File: src/rtl/cfg_logic_cell.sv
module cfg_logic_cell #(
  parameter int N_IN  = 5,
  parameter int SEL_W = 3
) (
  input  logic            clk,
  input  logic            arst,
  input  logic            cen,
  input  logic [N_IN-1:0] lin,
  input  logic            cfg_shift_en,
  input  logic            cfg_data,
  output logic            out_x,
  output logic            out_y,
  output logic            cfg_err
);
  localparam int LUT_N  = 1 << N_IN;
  localparam int HALF   = N_IN - 1;
  localparam int N_CAND = 1 << SEL_W;
  localparam int MODE_LO = LUT_N;
  localparam int FS_LO  = MODE_LO + 2;
  localparam int GS_LO  = FS_LO + HALF * SEL_W;
  localparam int TOP_LO = GS_LO + HALF * SEL_W;
  localparam int XS_BIT = TOP_LO + SEL_W;
  localparam int YS_BIT = XS_BIT + 1;
  localparam int CFG_W  = YS_BIT + 1;

  logic [CFG_W-1:0] cfg;
  logic [LUT_N-1:0] lut;
  logic [1:0]       mode;
  logic [N_CAND-1:0] cand;
  logic [HALF-1:0]  f_idx, g_idx, f_ok, g_ok;
  logic             top_bit, lo_val, hi_val, full_val;
  logic             f_w, g_w, qx, qy;

  always_ff @(posedge clk)
    if (cfg_shift_en) cfg <= {cfg_data, cfg[CFG_W-1:1]};

  assign lut  = cfg[LUT_N-1:0];
  assign mode = cfg[MODE_LO +: 2];
  assign cand = {{(N_CAND-N_IN-2){1'b0}}, qy, qx, lin};

  for (genvar k = 0; k < HALF; k++) begin : g_sel
    logic [SEL_W-1:0] fc, gc;
    assign fc = cfg[FS_LO + k*SEL_W +: SEL_W];
    assign gc = cfg[GS_LO + k*SEL_W +: SEL_W];
    assign f_idx[k] = cand[fc];
    assign g_idx[k] = cand[gc];
    assign f_ok[k]  = (fc < SEL_W'(N_IN));
    assign g_ok[k]  = (gc < SEL_W'(N_IN));
  end

  assign top_bit  = cand[cfg[TOP_LO +: SEL_W]];
  assign lo_val   = lut[{1'b0, f_idx}];
  assign hi_val   = lut[{1'b1, g_idx}];
  assign full_val = lut[{top_bit, f_idx}];

  always_comb begin
    case (mode)
      2'd0:    begin f_w = full_val; g_w = full_val; end
      2'd1:    begin f_w = lo_val;   g_w = hi_val;   end
      2'd2:    begin f_w = top_bit ? hi_val : lo_val; g_w = f_w; end
      default: begin f_w = 1'b0;     g_w = 1'b0;     end
    endcase
  end

  always_comb begin
    case (mode)
      2'd1:    cfg_err = ($countones(f_ok) < 2) || ($countones(g_ok) < 2);
      2'd3:    cfg_err = 1'b1;
      default: cfg_err = 1'b0;
    endcase
  end

  always_ff @(posedge clk or posedge arst)
    if (arst) begin
      qx <= 1'b0;
      qy <= 1'b0;
    end else if (cen) begin
      qx <= f_w;
      qy <= g_w;
    end

  assign out_x = cfg[XS_BIT] ? qx : f_w;
  assign out_y = cfg[YS_BIT] ? qy : g_w;
endmodule


File: config.mk
export PLATFORM = sky130hd
export DESIGN_NAME = cfg_logic_cell
export DESIGN_NICKNAME = d
export VERILOG_FILES = /design/src/rtl/cfg_logic_cell.sv
export SDC_FILE = /design/constraint.sdc
export NUM_CORES = 1
export LEC_CHECK = 0
export ABC_CLOCK_PERIOD_IN_PS = 5900
export BUFFER_PORTS_ARGS = -buffer_cell sky130_fd_sc_hd__buf_2
export CAP_MARGIN = 20
export CORE_MARGIN = 5
export CORE_UTILIZATION = 50
export DETAILED_ROUTE_END_ITERATION = 8
export PLACE_DENSITY = 0.67
export SYNTH_ARGS = -nofsm -noshare
export SYNTH_HDL_FRONTEND = slang
export SYNTH_SLANG_ARGS = --single-unit
File: constraint.sdc
create_clock -name clk -period 5.9 [get_ports clk]
set_clock_uncertainty 0.1 [all_clocks]
set_input_delay 0.59 -clock clk [delete_from_list [all_inputs] [get_ports clk]]
set_output_delay 0.59 -clock clk [all_outputs]
set_load 0.02 [all_outputs]
* Yosys cells after proc, flatten, opt, wreduce, memory -nomap -nowiden
Index checks and enable logic that the tools add are counted.
** Operators by class
- Reduce and logical (&&, ||, !) cells :: 2
- Equality and inequality tests :: 3
- Add/sub/neg operators :: 6
- Order comparisons :: 22
- Mux-type cells :: 30
** Operators by type and width (number)
- < comparator 3 x 4 -> 1 bit (second input constant) :: 9
- binary-select mux 1 bit (select 3 bit) :: 9
- < comparator 3 bit (second input constant) :: 8
- 2-to-1 mux 1 bit :: 15
- < comparator 5 x 6 -> 1 bit (second input constant) :: 2
- adder 1 x 1 -> 2 bit :: 4
- binary-select mux 1 bit (select 4 bit) :: 2
- adder 2 x 2 -> 3 bit :: 2
- < comparator 3 x 2 -> 1 bit (second input constant) :: 2
- < comparator 4 x 6 -> 1 bit (second input constant) :: 1
- one-hot mux 1 bit (3 select lines) :: 2
- binary-select mux 1 bit (select 5 bit) :: 1
- == test 2 bit (second input constant) :: 2
- == test 2 x 1 -> 1 bit (second input constant) :: 1
- logical NOT 2 bit :: 1
- one-hot mux 1 bit (2 select lines) :: 1
- logical OR 1 bit :: 1
** Storage, ports and cells
- Input port bits :: 10
- Flip-flop bits (word level) :: 65
- Output and inout bits :: 3
- Logic and storage cells :: 66

* Logic depth before layout (Yosys ltp)
- Word-level depth :: 7
- Depth in mapped cells :: 11
- Depth with buffers taken out :: 9

* Worst setup path before layout
Ideal clock, no wire load.
- Path type :: input port to output port
- Start :: input lin[3]
- End :: output out_y
- Stages :: 11
- Path buffers :: 2
- Slack :: 2.639 ns
- Data required time :: 5.210 ns
- Data arrival time :: 2.571 ns
- Cells stage by stage :: clkbuf_1 -> nand2_1 -> o221ai_1 -> and2_2 -> clkbuf_4 -> mux4_2 -> nor2_1 -> nor4_1 -> o21ai_1 -> nand3_1 -> mux2_2
** On the way
- Longest elaborated chain between the ends :: 7
- Elaborated cells on any way between the ends :: 27
- Classes of those cells :: 27 x mux
** RTL lines
- start: declaration :: RTL line 8 : input logic [N_IN-1:0] lin,
- binary-select mux 1 bit (select 3 bit), on equally long branches :: RTL line 45, 46
- 2-to-1 mux 1 bit, on equally long branches :: RTL line 45, 46
- binary-select mux 1 bit (select 4 bit), on equally long branches :: RTL line 52, 53
- 2-to-1 mux 1 bit, on equally long branches :: RTL line 52, 53
- 2-to-1 mux 1 bit :: RTL line 60 : 2'd2: begin f_w = top_bit ? hi_val : lo_val; g_w = f_w; end
- one-hot mux 1 bit (3 select lines) (*) :: RTL line 57 : case (mode)
- 2-to-1 mux 1 bit (*) :: RTL line 83 : assign out_y = cfg[YS_BIT] ? qy : g_w;
- end: declaration :: RTL line 12 : output logic out_y,
Every way passes the cells marked *; elsewhere a longest branch is shown, timed or not. The select of a mux whose other input is x is not followed.

* Final worst setup path
- Start :: register qx
- End :: output out_y
** On the way
- Longest elaborated chain between the ends :: 7
- Elaborated cells on any way between the ends :: 27
- Classes of those cells :: 27 x mux
** RTL lines
- start: declaration :: RTL line 32 : logic f_w, g_w, qx, qy;
- start signal: assignment :: RTL line 78 : qx <= f_w;
- binary-select mux 1 bit (select 3 bit), on equally long branches :: RTL line 45, 46
- 2-to-1 mux 1 bit, on equally long branches :: RTL line 45, 46
- binary-select mux 1 bit (select 4 bit), on equally long branches :: RTL line 52, 53
- 2-to-1 mux 1 bit, on equally long branches :: RTL line 52, 53
- 2-to-1 mux 1 bit :: RTL line 60
- one-hot mux 1 bit (3 select lines) (*) :: RTL line 57
- 2-to-1 mux 1 bit (*) :: RTL line 83
Marks and branches as above.

==> impl_metrics.yaml <==
run_status:
  status: "finished clean"
grt:
  grt_pass1_vias: 1778
  antenna_found_initial: 0
  grt.overflow.total: 0
  track_usage_pct: 15.0
  top_usage_layer: "met1"
  grtUsageMet2_pct: 20.0
  grt_util_met3_pct: 3.83
  grt_pass1_wl_mm: 9.52
  grt_max_degree: 64
  grt_util_met1_pct: 22.2
worst_hold_path:
  whs_path_depth: 1
  worstHoldPathType: "in2reg"
  holdPathEnd: "cfg[62]$_DFFE_PP_"
  min-delay-start: "cfg_data"
logic_synthesis:
  ys_types: 43
  ys.flop_type: "edfxtp_1"
  yosysTopAreaCell: "edfxtp_1"
  synth_area_mm2: 0.00323
  synthArstFlopShare_pct: 3.08
  synth_fp_nets: 220
  synth_area_leaders: "edfxtp_1 (59%), mux2i_1 (6.5%), mux2_2 (6.3%)"
  synth_seq_cells: 65
  synth_edf_count: 63
  syn_avg_cell_area_um2: 15.5
  syn_inst: 208
  yosysTopAreaCellShare_pct: 58.6
  ys_warn_count: 0
  seq_area_frac_synth_pct: 60.2
clock_network:
  cts_root_buffer: "clkbuf_8"
  max-clock-path-buffers: 2
  cts_tree: "yes"
  post_cts_buffers: 0
  htreeDepth: 3
  cts_buffers: 9
  cts.sinks: 65
  cts_resized: 0
  ctsHoldBuffers: 1
  clkTransAtPathRegs_ns: 0.07
  clk_latency_ns: 0.33
critical_path:
  r2r_cells: 9
  cp_max_fo: 14
  critPathLaunchType: "flop"
  r2r_start: "qx$_DFFE_PP0P_"
  arrival_ns: 3.21
  rr_endpoint: "qy$_DFFE_PP0P_"
  cp-end-kind: "output pin"
  cp_data_required_time_ns: 5.21
  reg2reg_slack_ns: 2.98
  crit_type: "reg2out"
floorplan:
  dieWidth_um: 90.3
  die_area_mm2: 0.00816
  coreArea_mm2: 0.00631
  start_util_pct: 51.1
  num_io_pins: 13
  rows: 29
  fp.dieH_um: 90.3
power:
  power.density_mw_per_mm2: 304
  power.leakage_nw: 1.23
  ir_drop_mv: 0.156
cells_and_area:
  fin_util_pct: 55.3
  n_fill_cell: 521
  layout-drive-gt1-share_pct: 24.7
  n_antenna_cell: 0
  nets: 238
  syn_to_final_growth_pct: 8.26
flow_run:
  max_cap_violations: 0
sta:
  worst_slew_pin_slew_ns: 0.761
  clock.fmax_mhz: 257
  period_needed_ns: 3.90
  min_period_over_period_pct: 66.0
  slew_viol_final: 0
  fin_tns_setup_ns: 0
  grt_setup_unrepaired: "false"
  max-slew-margin-rel_pct: 49.2
  hold_viol: 0
  setup_violations: 0
route:
  drc: 0
  avgRoutedWirePerCell_um: 19.1
  route.vias.total: 1876
  vias_per_cell: 6.09
  ant_nets: 0
  drtPass1Iterations: 4
  drtIter0Drc: 164
  wl_mm: 5.87
placement:
  io_buffers: 12
  dp_hpwl_mm: 3.95
  gp_congestion: 0.797
synth_stat cells (all sizes together) (2+ instances only):
library cell and instances:
edfxtp 63, mux2i 22, mux2 18, nand2 18, mux4 8, o21a 8
o221ai 8, o21ai 7, nor2 5, buf 4, nor3 4, o22ai 4
a2111oi 3, clkbuf 3, nand3 3, nor2b 3, o31ai 3, and2 2
and2b 2, dfrtp 2, fa 2, nand3b 2, nor3b 2
report_power, final:
group | total [W] | internal [W] | switching (W)
registers | 0.000581 | 0.000541 | 0.0000403
clock network | 0.000301 | 0.000143 | 0.000158
logic | 0.000178 | 0.0000880 | 0.0000901
total | 0.00106 | 0.000772 | 0.000288
logic make-up after synthesis:
group,share of synthesized area [%]
adders and majority gates,1.24
muxes,19.1
buffers and inverters,1.94
AOI/OAI and AO/OA,10.1
DFF,60.2
and+or+nand+nor,7.48
placed cells by master, fill, tap and decap left out, drive strengths merged, types with 5 or more instances in the layout:
| cell type | count |
|---|---|
| mux2i | 22 |
| buf | 13 |
| mux4 | 8 |
| nor2 | 5 |
| edfxtp | 63 |
| nand2 | 18 |
| clkinv | 7 |
| o21ai | 7 |
| o221ai | 8 |
| mux2 | 18 |
| clkbuf | 9 |
| o21a | 8 |
routing by layer:
metal,share of wire (%),vias up
met5,0,-
met1,51,924
met3,3.3,17
met2,42,50
met4,3.5,0
li1,-,885
state kept, by name, indices dropped and copies added (netlist names):
| signal | count |
|---|---|
| qy | 1 |
| cfg | 63 |
| qx | 1 |
worst max path at each step:
| stage | start | to | slack, ns | depth (start not counted) |
|---|---|---|---|---|
| 2_1_floorplan | lin[3] | out_y | 2.64 | 11 |
| 3_3_place_gp | lin[4] | out_x | 2.19 | 10 |
| 3_5_place_dp | lin[4] | out_y | 2.19 | 10 |
| 4_1_cts | qx$_DFFE_PP0P_ | out_y | 2.00 | 10 |
| 5_1_grt | qx$_DFFE_PP0P_ | out_y | 1.87 | 10 |
| 6_report | qx$_DFFE_PP0P_ | out_y | 2.00 | 10 |
worst max-delay path, cell delays in order, from the launching register on:
cell and delay, ns:
dfrtp_1 0.57, mux2i_1 0.13, o221ai_1 0.21, o311a_4 0.38, mux4_2 0.55, nand3_1 0.10, o31ai_1 0.10, o31ai_1 0.26
nand3_1 0.14, mux2_2 0.28, buf_2 0.16
final cells by class:
type | instances | area [µm²] | area share (%)
clock buffers | 9 | 124 | 3.55
clock inverters | 7 | 27.5 | 0.788
inverters | 1 | 3.75 | 0.107
multi-input cells | 135 | 1220 | 35.0
flip-flops and latches | 65 | 1940 | 55.6
well taps | 77 | 96.3 | 2.76
repair buffers | 14 | 77.6 | 2.22
through the flow:
step                      total power [W]  setup slack, ns  std cells  cell area, µm²  hold WS (ns)
after CTS                         0.00107             2.00        308            3490         0.311
after global placement           0.000765             2.19        291            3330         0.342
after detailed placement         0.000768             2.19        291            3330         0.336
after global routing              0.00111             1.87        308            3490         0.322
after floorplan                  0.000724             2.64        208            3230         0.231
final                             0.00106             2.00        308            3490         0.330
(Power assumes the default switching activity.)
